File: src/rtl/wwdt_pkg.sv
package wwdt_pkg;

    typedef enum logic [2:0] {
        ST_IDLE   = 3'd0,
        ST_SETUP  = 3'd1,
        ST_FIRST  = 3'd2,
        ST_WINDOW = 3'd3,
        ST_FAULT  = 3'd4
    } wd_state_e;

    typedef enum logic {
        CAUSE_EARLY = 1'b0,
        CAUSE_LATE  = 1'b1
    } cause_e;

    typedef enum logic [1:0] {
        TSEL_SLOW = 2'b00,
        TSEL_FAST = 2'b01,
        TSEL_EXTA = 2'b10,
        TSEL_EXTB = 2'b11
    } tsel_e;

endpackage

File: src/rtl/wwdt_edge_sync.sv
module wwdt_edge_sync #(
    parameter int STAGES = 2
) (
    input  logic clk,
    input  logic rst_n,
    input  logic din,
    output logic fall
);

    // chain_q[STAGES-1] is the synchronised level, chain_q[STAGES] its previous value
    logic [STAGES:0] chain_d, chain_q;

    always_comb begin
        chain_d = {chain_q[STAGES-1:0], din};
    end

    always_ff @(posedge clk or negedge rst_n) begin
        if (!rst_n) chain_q <= '1;
        else        chain_q <= chain_d;
    end

    assign fall = chain_q[STAGES] & ~chain_q[STAGES-1];


    edge_pulse_chk: assert property (@(posedge clk) disable iff (!rst_n)
        fall |=> !fall);

endmodule

File: src/rtl/wwdt_bounds.sv
module wwdt_bounds
    import wwdt_pkg::*;
#(
    parameter int CNT_W = 16,
    parameter int SLOW_LO = 40,
    parameter int SLOW_HI = 80,
    parameter int FAST_LO = 6,
    parameter int FAST_HI = 33
) (
    input  logic [1:0]       tsel,
    input  logic [CNT_W-1:0] ext_lo,
    input  logic [CNT_W-1:0] ext_hi,
    output logic [CNT_W-1:0] win_lo,
    output logic [CNT_W-1:0] win_hi
);

    localparam logic [CNT_W-1:0] SLO = CNT_W'(SLOW_LO);
    localparam logic [CNT_W-1:0] SHI = CNT_W'(SLOW_HI);
    localparam logic [CNT_W-1:0] FLO = CNT_W'(FAST_LO);
    localparam logic [CNT_W-1:0] FHI = CNT_W'(FAST_HI);

    always_comb begin
        case (tsel_e'(tsel))
            TSEL_SLOW: begin win_lo = SLO;    win_hi = SHI;    end
            TSEL_FAST: begin win_lo = FLO;    win_hi = FHI;    end
            default:   begin win_lo = ext_lo; win_hi = ext_hi; end
        endcase
    end

endmodule

File: src/rtl/wwdt_core.sv
module wwdt_core
    import wwdt_pkg::*;
#(
    parameter int CNT_W     = 16,
    parameter int SETUP_LEN = 12,
    parameter int FAULT_LEN = 20
) (
    input  logic             clk,
    input  logic             rst_n,
    input  logic             sys_rst_n,
    input  logic             wd_en,
    input  logic             kick,
    input  logic [CNT_W-1:0] win_lo,
    input  logic [CNT_W-1:0] win_hi,
    output logic             wdo_n,
    output logic             cause
);

    localparam int AUX_MAX = (SETUP_LEN > FAULT_LEN) ? SETUP_LEN : FAULT_LEN;
    localparam int AUX_W   = $clog2(AUX_MAX + 1);
    localparam logic [AUX_W-1:0] SETUP_END = AUX_W'(SETUP_LEN);
    localparam logic [AUX_W-1:0] FAULT_END = AUX_W'(FAULT_LEN);

    typedef struct packed {
        wd_state_e        state;
        logic [CNT_W-1:0] cnt;
        logic [AUX_W-1:0] aux;
        logic             wdo_n;
        cause_e           cause;
    } core_t;

    core_t r_d, r_q;
    logic  active;

    assign active = sys_rst_n & wd_en;

    always_comb begin
        r_d = r_q;
        if (!active) begin
            r_d.state = ST_IDLE;
            r_d.cnt   = '0;
            r_d.aux   = '0;
            r_d.wdo_n = 1'b1;
        end else begin
            case (r_q.state)
                ST_IDLE: begin
                    r_d.state = ST_SETUP;
                    r_d.aux   = AUX_W'(1);
                end
                ST_SETUP: begin
                    if (r_q.aux >= SETUP_END) begin
                        r_d.state = ST_FIRST;
                        r_d.cnt   = CNT_W'(1);
                    end else begin
                        r_d.aux = r_q.aux + AUX_W'(1);
                    end
                end
                ST_FIRST, ST_WINDOW: begin
                    if (r_q.cnt >= win_hi) begin
                        r_d.state = ST_FAULT;
                        r_d.aux   = AUX_W'(1);
                        r_d.cnt   = '0;
                        r_d.wdo_n = 1'b0;
                        r_d.cause = CAUSE_LATE;
                    end else if (kick) begin
                        if (r_q.state == ST_WINDOW && r_q.cnt <= win_lo) begin
                            r_d.state = ST_FAULT;
                            r_d.aux   = AUX_W'(1);
                            r_d.cnt   = '0;
                            r_d.wdo_n = 1'b0;
                            r_d.cause = CAUSE_EARLY;
                        end else begin
                            r_d.state = ST_WINDOW;
                            r_d.cnt   = CNT_W'(1);
                        end
                    end else begin
                        r_d.cnt = r_q.cnt + CNT_W'(1);
                    end
                end
                ST_FAULT: begin
                    if (r_q.aux >= FAULT_END) begin
                        r_d.state = ST_FIRST;
                        r_d.cnt   = CNT_W'(1);
                        r_d.aux   = '0;
                        r_d.wdo_n = 1'b1;
                    end else begin
                        r_d.aux = r_q.aux + AUX_W'(1);
                    end
                end
                default: begin
                    r_d.state = ST_IDLE;
                    r_d.wdo_n = 1'b1;
                end
            endcase
        end
    end

    always_ff @(posedge clk or negedge rst_n) begin
        if (!rst_n) begin
            r_q <= '{state: ST_IDLE, cnt: '0, aux: '0, wdo_n: 1'b1, cause: CAUSE_EARLY};
        end else begin
            r_q <= r_d;
        end
    end

    assign wdo_n = r_q.wdo_n;
    assign cause = r_q.cause;


    rst_quiet_chk: assert property (@(posedge clk) disable iff (!rst_n)
        !sys_rst_n |=> wdo_n);


    en_quiet_chk: assert property (@(posedge clk) disable iff (!rst_n)
        !wd_en |=> wdo_n);


    setup_blind_chk: assert property (@(posedge clk) disable iff (!rst_n)
        (r_q.state == ST_SETUP && kick) |=> wdo_n);


    early_cause_chk: assert property (@(posedge clk) disable iff (!rst_n)
        (active && kick && r_q.state == ST_WINDOW && r_q.cnt <= win_lo && r_q.cnt < win_hi)
        |=> (!wdo_n && cause == CAUSE_EARLY));


    late_cause_chk: assert property (@(posedge clk) disable iff (!rst_n)
        (active && (r_q.state == ST_FIRST || r_q.state == ST_WINDOW) && r_q.cnt >= win_hi)
        |=> (!wdo_n && cause == CAUSE_LATE));


    fault_hold_chk: assert property (@(posedge clk) disable iff (!rst_n)
        (active && r_q.state == ST_FAULT && r_q.aux < FAULT_END) |=> !wdo_n);

endmodule

File: src/rtl/win_watchdog.sv
module win_watchdog #(
    parameter int CNT_W     = 16,
    parameter int SLOW_LO   = 40,
    parameter int SLOW_HI   = 80,
    parameter int FAST_LO   = 6,
    parameter int FAST_HI   = 33,
    parameter int SETUP_LEN = 12,
    parameter int FAULT_LEN = 20,
    parameter int SYNC_STG  = 2
) (
    input  logic             clk,
    input  logic             rst_n,
    input  logic             sys_rst_n,
    input  logic             wd_en,
    input  logic             wdi,
    input  logic [1:0]       tsel,
    input  logic [CNT_W-1:0] ext_lo,
    input  logic [CNT_W-1:0] ext_hi,
    output logic             wdo_n,
    output logic             fault_cause
);

    logic             kick;
    logic [CNT_W-1:0] win_lo;
    logic [CNT_W-1:0] win_hi;

    wwdt_edge_sync #(
        .STAGES (SYNC_STG)
    ) u_sync (
        .clk   (clk),
        .rst_n (rst_n),
        .din   (wdi),
        .fall  (kick)
    );

    wwdt_bounds #(
        .CNT_W   (CNT_W),
        .SLOW_LO (SLOW_LO),
        .SLOW_HI (SLOW_HI),
        .FAST_LO (FAST_LO),
        .FAST_HI (FAST_HI)
    ) u_bounds (
        .tsel   (tsel),
        .ext_lo (ext_lo),
        .ext_hi (ext_hi),
        .win_lo (win_lo),
        .win_hi (win_hi)
    );

    wwdt_core #(
        .CNT_W     (CNT_W),
        .SETUP_LEN (SETUP_LEN),
        .FAULT_LEN (FAULT_LEN)
    ) u_core (
        .clk       (clk),
        .rst_n     (rst_n),
        .sys_rst_n (sys_rst_n),
        .wd_en     (wd_en),
        .kick      (kick),
        .win_lo    (win_lo),
        .win_hi    (win_hi),
        .wdo_n     (wdo_n),
        .cause     (fault_cause)
    );

endmodule

File: config.mk
export PLATFORM = sky130hd
export DESIGN_NAME = win_watchdog
export DESIGN_NICKNAME = d
export VERILOG_FILES = /design/src/rtl/wwdt_pkg.sv /design/src/rtl/wwdt_edge_sync.sv /design/src/rtl/wwdt_bounds.sv /design/src/rtl/wwdt_core.sv /design/src/rtl/win_watchdog.sv
export SDC_FILE = /design/constraint.sdc
export NUM_CORES = 1
export LEC_CHECK = 0
export BUFFER_PORTS_ARGS = -buffer_cell sky130_fd_sc_hd__buf_2
export CAP_MARGIN = 5
export CORE_MARGIN = 1.5
export CORE_UTILIZATION = 62
export CTS_CLUSTER_SIZE = 24
export DETAILED_ROUTE_END_ITERATION = 6
export PLACE_DENSITY = 0.88
export REMOVE_ABC_BUFFERS = 1
export SLEW_MARGIN = 10
export SYNTH_ARGS = -nofsm -noshare
export SYNTH_HDL_FRONTEND = slang
export SYNTH_HIERARCHICAL = 1
export SYNTH_SLANG_ARGS = --single-unit
File: constraint.sdc
create_clock -name clk -period 4.03 [get_ports clk]
set_clock_uncertainty 0.2 [all_clocks]
set_input_delay 0 -clock clk [delete_from_list [all_inputs] [get_ports clk]]
set_output_delay 0 -clock clk [all_outputs]
set_load 0.02 [all_outputs]
=== Word-level counts from Yosys, hierarchy flattened ===
Cells that the tools add are included.
Widths: inputs -> output; s select.

* Flip-flop bits (word level): 29
* Input port bits: 39
* Logic and storage cells: 58

* Add/subtract/negate cells: 2
* Magnitude comparators: 4
* Equality and inequality tests: 13
* Mux-type cells: 18
* Bitwise operators: 3
* Reduce and logical (&&, ||, !) cells: 12

{| class="wikitable"
|+ Operators with widths
! kind !! count
|-
| $pmux 16 s2 || 2
|-
| $mux 19 || 3
|-
| $pmux 16 s3 || 1
|-
| $mux 26 || 1
|-
| $mux 25 || 1
|-
| $pmux 5 s4 || 1
|-
| $add 16x1->16 const B || 1
|-
| $ge 16x16->1 || 1
|-
| $le 16x16->1 || 1
|-
| $mux 16 || 1
|-
| $mux 7 || 2
|-
| $ne 4x4->1 const B || 3
|-
| $pmux 3 s4 || 1
|-
| $reduce_and 4->1 || 3
|-
| $mux 5 || 2
|-
| $ne 3x3->1 const B || 3
|-
| $eq 3x2->1 const B || 2
|-
| $reduce_and 3->1 || 2
|-
| $add 5x1->5 const B || 1
|-
| $ge 5x4->1 const B || 1
|-
| $ge 5x5->1 const B || 1
|-
| $ne 5x5->1 const B || 1
|-
| $reduce_bool 2->1 || 2
|-
| $reduce_or 2->1 || 2
|-
| other kinds (12) || 13
|}

=== Depth between registers and ports, before layout ===
* Depth in word-level cells: 9
* Mapped depth: 13
* Depth with buffers taken out: 11

=== Cells and area by module ===
Netlist, hierarchy kept.

{| class="wikitable"
|+ Modules (own cells, without submodules)
! module !! instances !! cells an instance !! area an instance (µm²) !! seq. area each (µm²)
|-
| wwdt_core || 1 || 281 || 2404.8 || 651.9
|-
| wwdt_bounds || 1 || 41 || 237.7 || 0.0
|-
| wwdt_edge_sync || 1 || 4 || 92.6 || 78.8
|}

=== Least setup slack after synthesis ===
OpenSTA, ideal clock, no wires.

* Kind: flip-flop to flip-flop
* Start point: register u_core/r_q[17] (netlist name)
* End point: register u_core/r_q[2] (netlist name)
* Setup time: 0.125 ns
* Arrival: 2.096 ns
* Required time: 3.705 ns
* Slack: 1.609 ns
* Cell stages (with the launch flop): 9
* Period minus slack after synthesis: 2.421 ns
* Cells stage by stage: dfrtp_1 ha_1 a21o_1 a21oi_2 nand2_1 o31a_1 nor3_4 a21oi_4 mux2_4

* Cells in the longest elaborated chain, start to end: 4
* Elaborated cells on any way between the ends: 9
* Classes of those cells: order compare (2); eq/ne (2); mux (3); reduce/logical (2)

{| class="wikitable"
|+ RTL lines
! what !! line !! RTL
|-
| start: declaration || wwdt_core.sv:32 || <nowiki>core_t r_d, r_q;</nowiki>
|-
| start signal: assignment || wwdt_core.sv:100 || <nowiki>r_q <= '{state: ST_IDLE, cnt: '0, aux: '0, wdo_n: 1'b1, cause: CAUSE_EARLY};</nowiki>
|-
| start signal: assignment || wwdt_core.sv:102 || <nowiki>r_q <= r_d;</nowiki>
|-
| $ge 16x16->1 or $le 16x16->1 (tied branches) || wwdt_core.sv:59, wwdt_core.sv:66 ||
|-
| $mux 26 or $logic_and 1x1->1 (tied branches) || wwdt_core.sv:59, wwdt_core.sv:66 ||
|-
| $pmux 5 s4 or $ne 4x4->1 (tied branches) || - ||
|-
| $mux 25 or $reduce_and 4->1 (tied branches) || - ||
|}

Parallel ways exist; a longest one is shown, timed or not.
A chain may end at the register's enable or synchronous reset.

=== Worst setup path after layout ===
* Start point: register u_core/r_q[20] (netlist name)
* End point: register u_core/r_q[17] (netlist name)

* Cells in the longest elaborated chain, start to end: 4

{| class="wikitable"
|+ RTL lines
! what !! line !! RTL
|-
| $ge 16x16->1 || wwdt_core.sv:59 || <nowiki>if (r_q.cnt >= win_hi) begin</nowiki>
|-
| $mux 26 || wwdt_core.sv:59 ||
|-
| $pmux 16 s3 || wwdt_core.sv:45 || <nowiki>case (r_q.state)</nowiki>
|-
| $mux 25 || wwdt_core.sv:39 || <nowiki>if (!active) begin</nowiki>
|}

Every way passes these cells.

==> impl_metrics.toml <==
[synth]
synthArstFlopShare_pct = 100
yosysWarnings = 6
seq_area_frac_synth_pct = 26.7
ys_ff_latch = 29
synth_edf_count = 0
synth_area_leader_cell = "dfrtp_1"
synthTopCellsByCount = "inv_1, ha_1, nand2_1, and2_1, dfrtp_1"
syn-instance-count = 326
synthesis.area_mm2 = 0.00274
ys.flop_type = "dfrtp_1"
synth_area_leaders = "dfrtp_1, ha_1, and2_1"
synth_area_per_cell_um2 = 8.39
ys_types = 55
yosysMostFrequentCell = "inv_1"
synth_top_area_share_pct = 22.9

[timing]
min_period_ps = 2950
fin_ws_ps = 1080
fmax_ghz = 0.339
period_share_pct = 73.2
tns_ps = 0
drv_slew = 0
worst_pin_slew_ps = 714
slew_headroom_pct = 52.2
setup_viol = 0
hold_viol_final = 0
rsz0062_at_grt = "false"

[power_and_ir_drop]
powerDensity_mw_per_mm2 = 242
p_int_mw = 0.556
switchingPower_mw = 0.193
power.leakage_nw = 1.55
clockPowerShare_pct = 42.3
seqPwrFrac_pct = 40.6
max-vdd-ir-drop_uv = 226
p_sw_share_pct = 25.8
combPwrFrac_pct = 17.1

[drt]
routed_wl_um = 6250
via_per_inst = 6.01
drt-initial-drc-count = 184
vias = 2526
wire_per_inst_um = 14.9
ant_nets = 0
drc = 0
drt_first_pass_iters = 6

[clock_network]
cts_buffers = 5
root_buffer = "clkbuf_8"
htreeDepth = 2
clock_sinks = 29
post_cts_resized = 0
clk_pin_slew_ps = 70
cts_setup_buffers = 0
cts_tree = "built"
clk_path_buf_depth = 2
clkLatencyLatePin_ps = 290

[global_routing]
antenna_found_initial = 0
overflow = 0
grt_pass1_vias = 2475
grtUsageTotal_pct = 28.1
grt_max_degree = 35
grt_pass1_wl_um = 11000

[setup_path]
r2r_slack_ps = 1080
crit_path_end_kind = "flip-flop"
path_common_cell = "a21o_1"
rr_startpoint = "u_core/r_q[20]"
timing.rr.end = "u_core/r_q[17]"
cp.arrival_ps = 2950
crit_slowest_cell = "nor2b_2"
worst-endpoint-required_ps = 4030
startpoint_type = "flip-flop"
rr_worst_depth = 8
crit_chain = "ha_1 > a21o_1 > a21o_1 > a21oi_2 > nor3b_2 > nor2b_2 > a41oi_1 > a31oi_1"
slowest_delay_ps = 660
crit_type = "reg -> reg"
crit_fanout = 19

[placement]
dp_slack_ps = 975
port_buffers = 40
gp_congestion = 0.875
hpwl_um = 4560

[floorplanning]
core.rowCount = 23
die_h_um = 69.4
die_w_um = 69.4
core_mm2 = 0.00412
start_util_pct = 66.5
dieArea_mm2 = 0.00482
io_pins = 41

[layout]
fin_nets = 443
layout-drive-gt1-share_pct = 17.8
fill_cells = 320
areaGrowthSynthToFinish_pct = 13.4
regArea_um2 = 731
diodes = 0
multi_input_area_mm2 = 0.00179

[min_path]
hp-class = "in -> async"

[flow_run]
drv_cap = 0

[run_status]
status = "completed"
[logic make-up after synthesis]
group | share of synthesized area [%]
compound gates | 22.3
simple gates | 26.2
flops | 26.7
buf+inv | 7.82
mux | 0.915
fa+ha+maj | 16.0
[metrics by stage]
| stage | instance area [um2] | power (mW) | utilization [%] | hold WS (ps) | cells |
|---|---|---|---|---|---|
| floorplan | 2670 | 0.385 | - | -496 | 317 |
| global placement | 2930 | 0.425 | 71.3 | -142 | 407 |
| detailed placement | 2930 | 0.432 | 71.3 | -130 | 407 |
| CTS | 3100 | 0.748 | 75.3 | 100 | 420 |
| global route | 3100 | 0.784 | 75.3 | 161 | 420 |
| finish | 3100 | 0.749 | 75.3 | 81.7 | 420 |
[cell usage in the layout (no fill, tap or decap), drive strengths merged, types with 3 or more instances in the layout]
master	n
buf	40
inv	40
ha	35
nand2	30
and2	27
dfrtp	25
a21oi	22
o21ai	18
nand3	12
a21o	11
nor2	10
a31oi	9
and3	8
nor2b	8
a22o	7
clkbuf	7
nand2b	7
nand4	6
dlygate4sd3	5
or3	5
nor3	5
o211ai	4
dfstp	4
o21a	3
[power groups by stage]
| stage | Combinational [mW] | Sequential, mW | Clock, mW |
|---|---|---|---|
| after floorplan | 0.0768 | 0.308 | 0 |
| after global placement | 0.116 | 0.309 | 0 |
| after detailed placement | 0.123 | 0.309 | 0 |
| after CTS | 0.128 | 0.304 | 0.315 |
| after global routing | 0.146 | 0.305 | 0.333 |
| final | 0.128 | 0.305 | 0.317 |
[sequential cells by signal, summed over array words and instances (netlist names)]
name	flops
u_core/cause	1
u_core/r_q	24
u_core/wdo_n	1
u_sync/chain_q	3
[area by class of cell]
cell class / count / share of cell area, %
Multi-Input combinational cell: 248 / 57.7
Inverter: 40 / 4.84
Sequential cell: 29 / 23.6
Timing Repair Buffer: 45 / 8.07
Tap cell: 50 / 2.02
Clock inverter: 1 / 0.969
Clock buffer: 7 / 2.78
[repair_timing]
action | 4_1_cts | 5_1_grt
hold buffers | 5 | 0
setup endpoints to repair | 0 | 0
endpoints found under the hold margin | 33 | 0
[worst max-delay path by stage]
stage | start | end | slack (ps) | cells past startpoint
after floorplan | u_core/r_q[20] | u_core/r_q[17] | 1510 | 8
after global placement | tsel[1] | u_core/r_q[17] | 1110 | 11
after detailed placement | tsel[1] | u_core/r_q[17] | 970 | 11
after CTS | u_core/r_q[20] | u_core/r_q[17] | 1150 | 8
after global routing | u_core/r_q[20] | u_core/r_q[17] | 910 | 8
final | u_core/r_q[20] | u_core/r_q[17] | 1080 | 8
[worst max-delay path, delay by kind of cell (launching register included)]
kind,cells,cell delay (ps)
AO/OA/AOI/OAI,5,960
flip-flops,1,430
AND/OR/NAND/NOR,2,940
adder cells (fa/ha/maj),1,320
[metal layers]
layer	vias up	part of all wire [%]	track usage [%]
li1	1240	-	-
met1	1149	43	35.8
met2	123	49	48.4
met3	14	6.2	5.67
met4	0	1.7	7.41
met5	-	0	0
Note: power is estimated with default switching activity, not from simulation.
